$ cat src/rtl/stk_pkg.sv
package stk_pkg;
    typedef enum logic [1:0] {
        ST_IDLE   = 2'd0,
        ST_FIRST  = 2'd1,
        ST_SECOND = 2'd2
    } stk_state_t;
endpackage

$ cat src/rtl/stk_offset_calc.sv
module stk_offset_calc #(
    parameter int OFS_W = 16
) (
    input  logic [OFS_W-1:0] sp_cur,
    input  logic             is_push,
    input  logic             second,
    output logic [OFS_W-1:0] ofs
);
    // push: high byte below pointer, then low byte two below
    // pop : byte at pointer, then byte above it
    always_comb begin
        case ({is_push, second})
            2'b10:   ofs = sp_cur - OFS_W'(1);
            2'b11:   ofs = sp_cur - OFS_W'(2);
            2'b01:   ofs = sp_cur + OFS_W'(1);
            default: ofs = sp_cur;
        endcase
    end
endmodule

$ cat src/rtl/stk_phys_addr.sv
module stk_phys_addr #(
    parameter int OFS_W     = 16,
    parameter int SEG_W     = 16,
    parameter int SEG_SHIFT = 4,
    localparam int ADDR_W   = SEG_W + SEG_SHIFT
) (
    input  logic [SEG_W-1:0]  seg,
    input  logic [OFS_W-1:0]  ofs,
    output logic [ADDR_W-1:0] addr
);
    generate
        if (SEG_SHIFT == 0) begin : g_flat
            assign addr = ADDR_W'(seg) + ADDR_W'(ofs);
        end else begin : g_shift
            assign addr = {seg, {SEG_SHIFT{1'b0}}} + ADDR_W'(ofs);
        end
    endgenerate
endmodule

$ cat src/rtl/stk_ctrl.sv
module stk_ctrl
    import stk_pkg::*;
#(
    parameter int OFS_W  = 16,
    parameter int SEG_W  = 16,
    localparam int BYTE_W = OFS_W / 2
) (
    input  logic              clk,
    input  logic              rst,
    input  logic [OFS_W-1:0]  sp_init,
    input  logic [SEG_W-1:0]  seg_in,
    input  logic              push_req,
    input  logic              pop_req,
    input  logic [OFS_W-1:0]  push_data,
    input  logic              mem_ack,
    input  logic [BYTE_W-1:0] mem_rdata,
    output logic              busy,
    output logic              in_first,
    output logic              is_push,
    output logic [OFS_W-1:0]  sp_cur,
    output logic [SEG_W-1:0]  seg_lat,
    output logic [OFS_W-1:0]  word,
    output logic              done
);
    typedef struct packed {
        stk_state_t       state;
        logic             push;
        logic [OFS_W-1:0] sp;
        logic [SEG_W-1:0] seg;
        logic [OFS_W-1:0] word;
        logic             done;
    } ctrl_regs_t;

    ctrl_regs_t r_d, r_q;

    always_comb begin
        r_d      = r_q;
        r_d.done = 1'b0;
        case (r_q.state)
            ST_IDLE: begin
                if (push_req || pop_req) begin
                    r_d.state = ST_FIRST;
                    r_d.push  = push_req;
                    r_d.seg   = seg_in;
                    if (push_req) begin
                        r_d.word = push_data;
                    end
                end
            end
            ST_FIRST: begin
                if (mem_ack) begin
                    if (!r_q.push) begin
                        r_d.word[BYTE_W-1:0] = mem_rdata;
                    end
                    r_d.state = ST_SECOND;
                end
            end
            ST_SECOND: begin
                if (mem_ack) begin
                    if (!r_q.push) begin
                        r_d.word[OFS_W-1:BYTE_W] = mem_rdata;
                    end
                    r_d.sp    = r_q.push ? r_q.sp - OFS_W'(2) : r_q.sp + OFS_W'(2);
                    r_d.done  = 1'b1;
                    r_d.state = ST_IDLE;
                end
            end
            default: r_d.state = ST_IDLE;
        endcase
    end

    always_ff @(posedge clk) begin
        if (rst) begin
            r_q.state <= ST_IDLE;
            r_q.push  <= 1'b0;
            r_q.sp    <= sp_init;
            r_q.seg   <= '0;
            r_q.word  <= '0;
            r_q.done  <= 1'b0;
        end else begin
            r_q <= r_d;
        end
    end

    assign busy     = (r_q.state != ST_IDLE);
    assign in_first = (r_q.state == ST_FIRST);
    assign is_push  = r_q.push;
    assign sp_cur   = r_q.sp;
    assign seg_lat  = r_q.seg;
    assign word     = r_q.word;
    assign done     = r_q.done;

    // completion is a single-cycle pulse
    assert_done_pulse_R8: assert property (@(posedge clk) disable iff (rst)
        r_q.done |=> !r_q.done);

    // pointer does not drift while idle with no request
    assert_sp_idle_R4: assert property (@(posedge clk) disable iff (rst)
        (r_q.state == ST_IDLE && !push_req && !pop_req) |=> $stable(r_q.sp));
endmodule

$ cat src/rtl/stack_word_engine.sv
module stack_word_engine #(
    parameter int OFS_W     = 16,
    parameter int SEG_W     = 16,
    parameter int SEG_SHIFT = 4,
    localparam int ADDR_W   = SEG_W + SEG_SHIFT,
    localparam int BYTE_W   = OFS_W / 2
) (
    input  logic              clk,
    input  logic              rst,
    input  logic [OFS_W-1:0]  sp_init,
    input  logic [SEG_W-1:0]  stack_seg,
    input  logic              push_req,
    input  logic              pop_req,
    input  logic [OFS_W-1:0]  push_data,
    output logic [OFS_W-1:0]  pop_data,
    output logic [OFS_W-1:0]  sp,
    output logic              busy,
    output logic              done,
    output logic              mem_req,
    output logic              mem_we,
    output logic [ADDR_W-1:0] mem_addr,
    output logic [BYTE_W-1:0] mem_wdata,
    input  logic [BYTE_W-1:0] mem_rdata,
    input  logic              mem_ack
);
    logic             in_first;
    logic             is_push;
    logic [SEG_W-1:0] seg_lat;
    logic [OFS_W-1:0] word;
    logic [OFS_W-1:0] ofs;

    stk_ctrl #(.OFS_W(OFS_W), .SEG_W(SEG_W)) u_ctrl (
        .clk       (clk),
        .rst       (rst),
        .sp_init   (sp_init),
        .seg_in    (stack_seg),
        .push_req  (push_req),
        .pop_req   (pop_req),
        .push_data (push_data),
        .mem_ack   (mem_ack),
        .mem_rdata (mem_rdata),
        .busy      (busy),
        .in_first  (in_first),
        .is_push   (is_push),
        .sp_cur    (sp),
        .seg_lat   (seg_lat),
        .word      (word),
        .done      (done)
    );

    stk_offset_calc #(.OFS_W(OFS_W)) u_ofs (
        .sp_cur  (sp),
        .is_push (is_push),
        .second  (!in_first),
        .ofs     (ofs)
    );

    stk_phys_addr #(.OFS_W(OFS_W), .SEG_W(SEG_W), .SEG_SHIFT(SEG_SHIFT)) u_addr (
        .seg  (seg_lat),
        .ofs  (ofs),
        .addr (mem_addr)
    );

    assign mem_req   = busy;
    assign mem_we    = busy && is_push;
    assign mem_wdata = in_first ? word[OFS_W-1:BYTE_W] : word[BYTE_W-1:0];
    assign pop_data  = word;

    // a stalled transfer keeps its address, direction and data
    assert_hold_R6: assert property (@(posedge clk) disable iff (rst)
        (mem_req && !mem_ack) |=> (mem_req && $stable(mem_addr)
                                   && $stable(mem_we) && $stable(mem_wdata)));

    // an acknowledged write is followed by the second write or completion
    assert_write_order_R2: assert property (@(posedge clk) disable iff (rst)
        (mem_req && mem_we && mem_ack) |=> (done || (mem_req && mem_we)));

    // an idle request starts at once, push taking priority
    assert_start_R9: assert property (@(posedge clk) disable iff (rst)
        (!busy && (push_req || pop_req)) |=> (mem_req && (mem_we == $past(push_req))));
endmodule

$ cat config.mk
export PLATFORM = sky130hd
export DESIGN_NAME = stack_word_engine
export DESIGN_NICKNAME = d
export VERILOG_FILES = /design/src/rtl/stk_pkg.sv /design/src/rtl/stk_offset_calc.sv /design/src/rtl/stk_phys_addr.sv /design/src/rtl/stk_ctrl.sv /design/src/rtl/stack_word_engine.sv
export SDC_FILE = /design/constraint.sdc
export NUM_CORES = 1
export LEC_CHECK = 0
export BUFFER_PORTS_ARGS = -buffer_cell sky130_fd_sc_hd__buf_2
export CORE_UTILIZATION = 30
export DETAILED_ROUTE_END_ITERATION = 7
export SYNTH_ARGS = -nofsm -noshare
export SYNTH_HDL_FRONTEND = slang
export SYNTH_SLANG_ARGS = --single-unit
$ cat constraint.sdc
create_clock -name clk -period 6.3 [get_ports clk]
set_input_delay 1.575 -clock clk [delete_from_list [all_inputs] [get_ports clk]]
set_output_delay 1.575 -clock clk [all_outputs]
set_load 0.02 [all_outputs]
* Yosys cells after proc, flatten, opt, wreduce, memory -nomap -nowiden *
Cells that the tools add are included.

cells by class
  add/subtract/negate cells = 5
  $mul = 0
  div/mod/pow operators = 0
  magnitude comparators = 0
  equal/unequal tests = 11
  shift operators = 0
  mux-type cells = 19
  bitwise gates (word level) = 1
  reductions and logical operators = 15

operators by type and width
  cell                                                                   number
  16-bit two-way mux                                                     5
  49-bit two-way mux                                                     1
  16-bit one-hot mux with 3 select lines                                 1
  32-bit two-way mux                                                     1
  8-bit one-hot mux with 2 select lines                                  2
  8-bit two-way mux                                                      3
  20-bit by 16-bit adder with 20-bit output                              1
  16-bit by 1-bit adder with 16-bit output (second input constant)       1
  16-bit by 2-bit adder with 16-bit output (second input constant)       1
  16-bit by 1-bit subtractor with 16-bit output (second input constant)  1
  16-bit by 2-bit subtractor with 16-bit output (second input constant)  1
  2-bit != test (second input constant)                                  5
  5-bit AND reduction                                                    2
  2-bit nonzero test                                                     5
  2-bit == test (second input constant)                                  3
  2-bit one-hot mux with 3 select lines                                  1
  2-bit by 1-bit == test with 1-bit output (second input constant)       2
  2-bit two-way mux                                                      2
  2-bit AND reduction                                                    2
  3-bit two-way mux                                                      1
  3-bit AND reduction                                                    1
  2-bit logical NOT                                                      1
  1-bit two-way mux                                                      2
  2-bit by 1-bit != test with 1-bit output (second input constant)       1
  other kinds (5)                                                        5

word-level totals
  register bits after elaboration = 52
  latch bits = 0
  RAM bits = 0
  bits in read-only memories = 0
  bits of input ports = 61
  output and inout port bits = 64
  word-level logic and storage cells = 58
  memories kept = 0

* Depth between registers and ports, before layout *
  word-level depth = 5
  gate-level depth with buffers = 22
  depth with buffers taken out = 20

* By module *
A second synthesis with hierarchy kept.

unflattened totals
  cell total of the unflattened synthesis = 670
  area, all modules = 5367.6 µm²

modules (own cells, without submodules)
  module             instances  cells an instance  area an instance (µm²)  sequential area each (µm²)
  stk_ctrl           1          358                3130.5                  1201.2
  stk_offset_calc    1          210                1412.6                  0.0
  stk_phys_addr      1          90                 675.6                   0.0
  stack_word_engine  1          12                 148.9                   0.0

* Least setup slack after synthesis *
OpenSTA, ideal clock, no wires.

  path kind = reg2out
  start point = reg u_ctrl.r_q[50] (netlist name)
  end point = out mem_addr[19]
  arrival = 4.862 ns
  required time = 4.725 ns
  setup slack = -0.137 ns
  cell stages (with the launch flop) = 22
  path buffers = 1
  cells stage by stage = dfxtp_1 > nor2b_1 > buf_1 > inv_1 > ha_1 > inv_1 > ha_1 > a21o_1 > a21oi_1 > o21ai_0 > and3_1 > a311oi_1 > xor2_1 > o21ai_0 > ha_1 > nand4_1 > nor2_1 > o31ai_1 > a311oi_1 > and2_1 > o2111ai_1 > xnor2_1

between the ends
  longest elaborated chain between the ends = 5
  elaborated cells between the ends (all ways) = 7
  those cells by class = add/sub: 1; eq/ne: 4; mux: 1; reduce/logical: 1

RTL lines
  item                                                                              line                     text
  start, declared                                                                   stk_ctrl.sv:34           ctrl_regs_t r_d, r_q;
  start signal, assigned                                                            stk_ctrl.sv:81           r_q <= r_d;
  2-bit by 1-bit == test with 1-bit output *                                        stk_ctrl.sv:86           assign in_first = (r_q.state == ST_FIRST);
  1-bit logical NOT *                                                               stack_word_engine.sv:54  .second (!in_first),
  2-bit by 1-bit == test with 1-bit output / 2-bit == test (equally long branches)  stk_offset_calc.sv:12    case ({is_push, second})
  16-bit one-hot mux with 3 select lines *                                          stk_offset_calc.sv:12
  20-bit by 16-bit adder with 20-bit output *                                       stk_phys_addr.sv:15      assign addr = {seg, {SEG_SHIFT{1'b0}}} + ADDR_W'(ofs);
  end, declared                                                                     stack_word_engine.sv:21  output logic [ADDR_W-1:0] mem_addr,

Mark *: on every way between the ends. The rest lies on a longest branch, timed or not.

* Worst setup path in the final report *
Ends and elaborated chain as after synthesis.

==> results.tsv <==
stage	metric	value	unit
outcome	run status	finished, final reports clean	
floorplan	IO Pins	125	
finish	Reg area	1204	um2
yosys	post-synthesis cell type count	60	
clock_network	cts bufs inserted	5	
run	max_cap viols	0	
sta	Worst Clk Skew	10.13	ps
sta	Slew headroom	0.2565	
hold_path	worst hold path endpoint	u_ctrl.seg_lat[4]	
yosys	Cell Area, Synth	4643	um2
setup_path	crit-path max FO	9	
sta	post-route setup slack	285.5	ps
floorplan	Initial Utilization	0.3066	
clock_network	CTS tree	built	
hold_path	Hold Startpoint	u_ctrl.seg_lat[4]	
sta	hold_ws	463.1	ps
yosys	Syn Area/Cell	7.649	um2
grt	total gr overflow	0	
place	buffers added on ports	124	
yosys	FFs w/ async S/R, synth	0	
grt	largest net degree at the start of global routing	70	
pwr	Worst IR Drop VDD	0.1014	mV
finish	synth-to-layout area growth	18.19	%
yosys	Main synth FF type	dfxtp_1	
floorplan	Die Span Y	126.4	um
sta	Max Freq	166.3	MHz
clock_network	deepest clock path buffer count	2	
setup_path	Worst Reg2Reg Path Length in Cells	7	
sta	Fin Setup TNS	0	ps
setup_path	flop2flop setup slack	3540	ps
grt	M3 GR Usage	0.03374	
setup_path	critical path type	reg2out	
setup_path	Worst setup EP type	output pin	
grt	GR peak layer	met2	
drt	drt pass-1 iters	5	
grt	vias in the first global route	4194	
finish	layout cells sized above 1	0.2655	
setup_path	Critical R2R Launch	u_ctrl.sp_cur[10]	
place	hpwl dp	9841	um
drt	DR vias	4546	
grt	first-pass GRT wire length	20760	um
place	pre-CTS setup slack	118.2	ps
floorplan	Std-Cell Rows	45	
yosys	Yosys reg bits	52	
floorplan	Core ar.	15150	um2
grt	met2 Use GR	0.2671	
place	Routability Congestion	0.8465	
setup_path	RR Endpoint	u_ctrl.sp_cur[15]	
yosys	Syn. warnings	0	
sta	Final Slew Violations	0	
floorplan	Die X	126.4	um
grt	initial antenna violation count	0	
yosys	Synth Instances	607	
hold_path	Hold Crit Depth	2	
drt	DRT antenna net count	0	
sta	RSZ-0062 raised after global routing	no	
clock_network	Worst-Skew Late Latency	310	ps
setup_path	CP required	4720	ps
yosys	Seq/Total Area, Yosys	0.2587	
drt	Vias/cell	5.160	
clock_network	H-Tree Depth	2	
finish	fill cell count	1641	
pwr	Power Dens Cells	275.4	nW/um2
clock_network	Clock Root Buffer	clkbuf_16	
drt	initial DRC count	261	
drt	DRC viols	0	
setup_path	type of origin of the critical path	flop	
drt	per-cell routed wire length	14.55	um
clock_network	clock sink count	52	
finish	final-stage net count	789	
finish	Final Core Density	0.3623	
finish	multi-input combinational cell area	3084	um2
finish	# diodes	0	
pwr	total power	0.001511	W
sta	Final Hold Viols	0	
grt	GRT Resource Usage Total	0.1598	
drt	DRT Wirelength	12820	um
pwr	Static Leakage	2.427	nW
grt	met1 global-route usage	0.2076	
sta	Final period util	0.9547	
sta	Tightest Pin Transition	1115	ps
yosys	Post-Syn Nets	704	
setup_path	Crit path arrival time	4440	ps
floorplan	die area	15980	um2
hold_path	class of the worst hold path	reg2reg	
sta	Tmin final	6015	ps
clock_network	Clock transition at path regs	70	ps
sta	# setup viols final	0	
yosys	EDFF count, synth	16	
clock_network	Hold-fix buffers, CTS	0	
## Yosys cell counts (3+ instances only)
master | count | area, um2
mux2i_1 | 6 | 60.06
dfxtp_1 | 36 | 720.7
a21o_1 | 11 | 82.58
nand3_1 | 10 | 50.05
a31oi_1 | 3 | 18.77
nand2b_1 | 8 | 50.05
nand2_1 | 70 | 262.8
xnor2_1 | 20 | 175.2
nor3b_1 | 3 | 22.52
o21ai_0 | 48 | 240.2
or3_1 | 4 | 25.02
o21a_1 | 3 | 22.52
nor3_1 | 14 | 70.07
clkbuf_1 | 27 | 101.4
a211oi_1 | 11 | 82.58
a22oi_1 | 17 | 127.6
xor2_1 | 16 | 140.1
a32oi_1 | 4 | 35.03
nor2b_1 | 9 | 56.30
buf_4 | 34 | 255.2
inv_1 | 16 | 60.06
nand4_1 | 3 | 18.77
edfxtp_1 | 16 | 480.5
a21oi_1 | 55 | 275.3
o211ai_1 | 7 | 52.55
nor2_1 | 69 | 259.0
ha_1 | 34 | 425.4
o22ai_1 | 4 | 25.02
mux2_2 | 8 | 90.09
## how the worst max path moves through the flow
stage	from	cells past startpoint	to
after CTS	u_ctrl.r_q[50]	20	mem_addr[19]
after global routing	u_ctrl.r_q[50]	22	mem_addr[18]
after global placement	u_ctrl.r_q[50]	21	mem_addr[19]
after floorplan	u_ctrl.r_q[50]	20	mem_addr[18]
after detailed placement	u_ctrl.r_q[50]	21	mem_addr[19]
final	u_ctrl.r_q[50]	21	mem_addr[19]
## cell type report
| cell class | count | share of cell area |
|---|---|---|
| sequential | 52 | 0.2193 |
| multi-input combinational | 476 | 0.5620 |
| inverter | 16 | 0.01140 |
| tap | 188 | 0.04286 |
| clock inverter | 3 | 0.004788 |
| clock buffer | 5 | 0.02280 |
| timing repair buffer | 141 | 0.1368 |
## metal layers
metal,vias up,part of all wire
met1,2112,0.47
met2,122,0.47
met5,-,0
li1,2299,-
met3,13,0.049
met4,0,0.014
## cell families after synthesis
kind of cell | count (synthesis) | share of synthesized area
and+or+nand+nor | 203 | 0.1975
muxes | 14 | 0.03234
DFF | 52 | 0.2587
xor gates and xnor gates | 36 | 0.06791
adders and majority gates | 36 | 0.1002
buffers and inverters | 79 | 0.09297
AOI/OAI and AO/OA | 187 | 0.2503
## stage by stage
step                instance area (um2)  std cells
floorplan                          4652        607
global placement                   5228        868
detailed placement                 5228        868
CTS                                5431        881
global route                       5488        881
finish                             5488        881
## power by group
group	internal (W)	leakage [nW]	total, W	switching, W
Sequential	0.000379	0.456	0.000415	0.0000365
Combinational	0.000322	1.89	0.000803	0.000481
Clock	0.000152	0.0762	0.000293	0.000141
Total	0.000853	2.43	0.00151	0.000659
## repair_timing
| item | 4_1_cts | 5_1_grt |
|---|---|---|
| pin swaps | 4 | 3 |
| endpoints found under the hold margin | 0 | 0 |
| buffers inserted | 5 | 0 |
| resized for setup | 7 | 16 |
| endpoints found under the setup margin | 4 | 7 |
## registers in the layout, summed over array words and instances, names as in the netlist
signal and count:
u_ctrl.seg_lat 16, u_ctrl.sp_cur 16, u_ctrl.word 16, u_ctrl.r_q 2
u_ctrl.done 1, u_ctrl.is_push 1
## cells in the final DEF (no fill, tap or decap), types with 17 or more instances in the layout
| cell type | n |
|---|---|
| buf_2 | 123 |
| nand2_1 | 70 |
| nor2_1 | 68 |
| a21oi_1 | 54 |
| o21ai_0 | 44 |
| dfxtp_1 | 34 |
| ha_1 | 33 |
| xnor2_1 | 19 |
| buf_4 | 18 |
| a22oi_1 | 17 |
## worst max-delay path: stages (launching register included)
cell and delay [ps]:
dfxtp_2 350, nor2b_2 160, inv_1 110, ha_4 180, inv_4 70, fa_2 350, a21o_1 200, a21oi_2 160
o21ai_1 110, and3_1 210, a311oi_2 280, xor2_1 180, o21ai_1 100, ha_1 330, nand4_1 140, nor2_2 160
o31ai_2 90, a311oi_2 290, and2_4 220, o2111ai_1 140, xnor2_2 160, buf_4 160
Power figures use the tool's default switching activity.
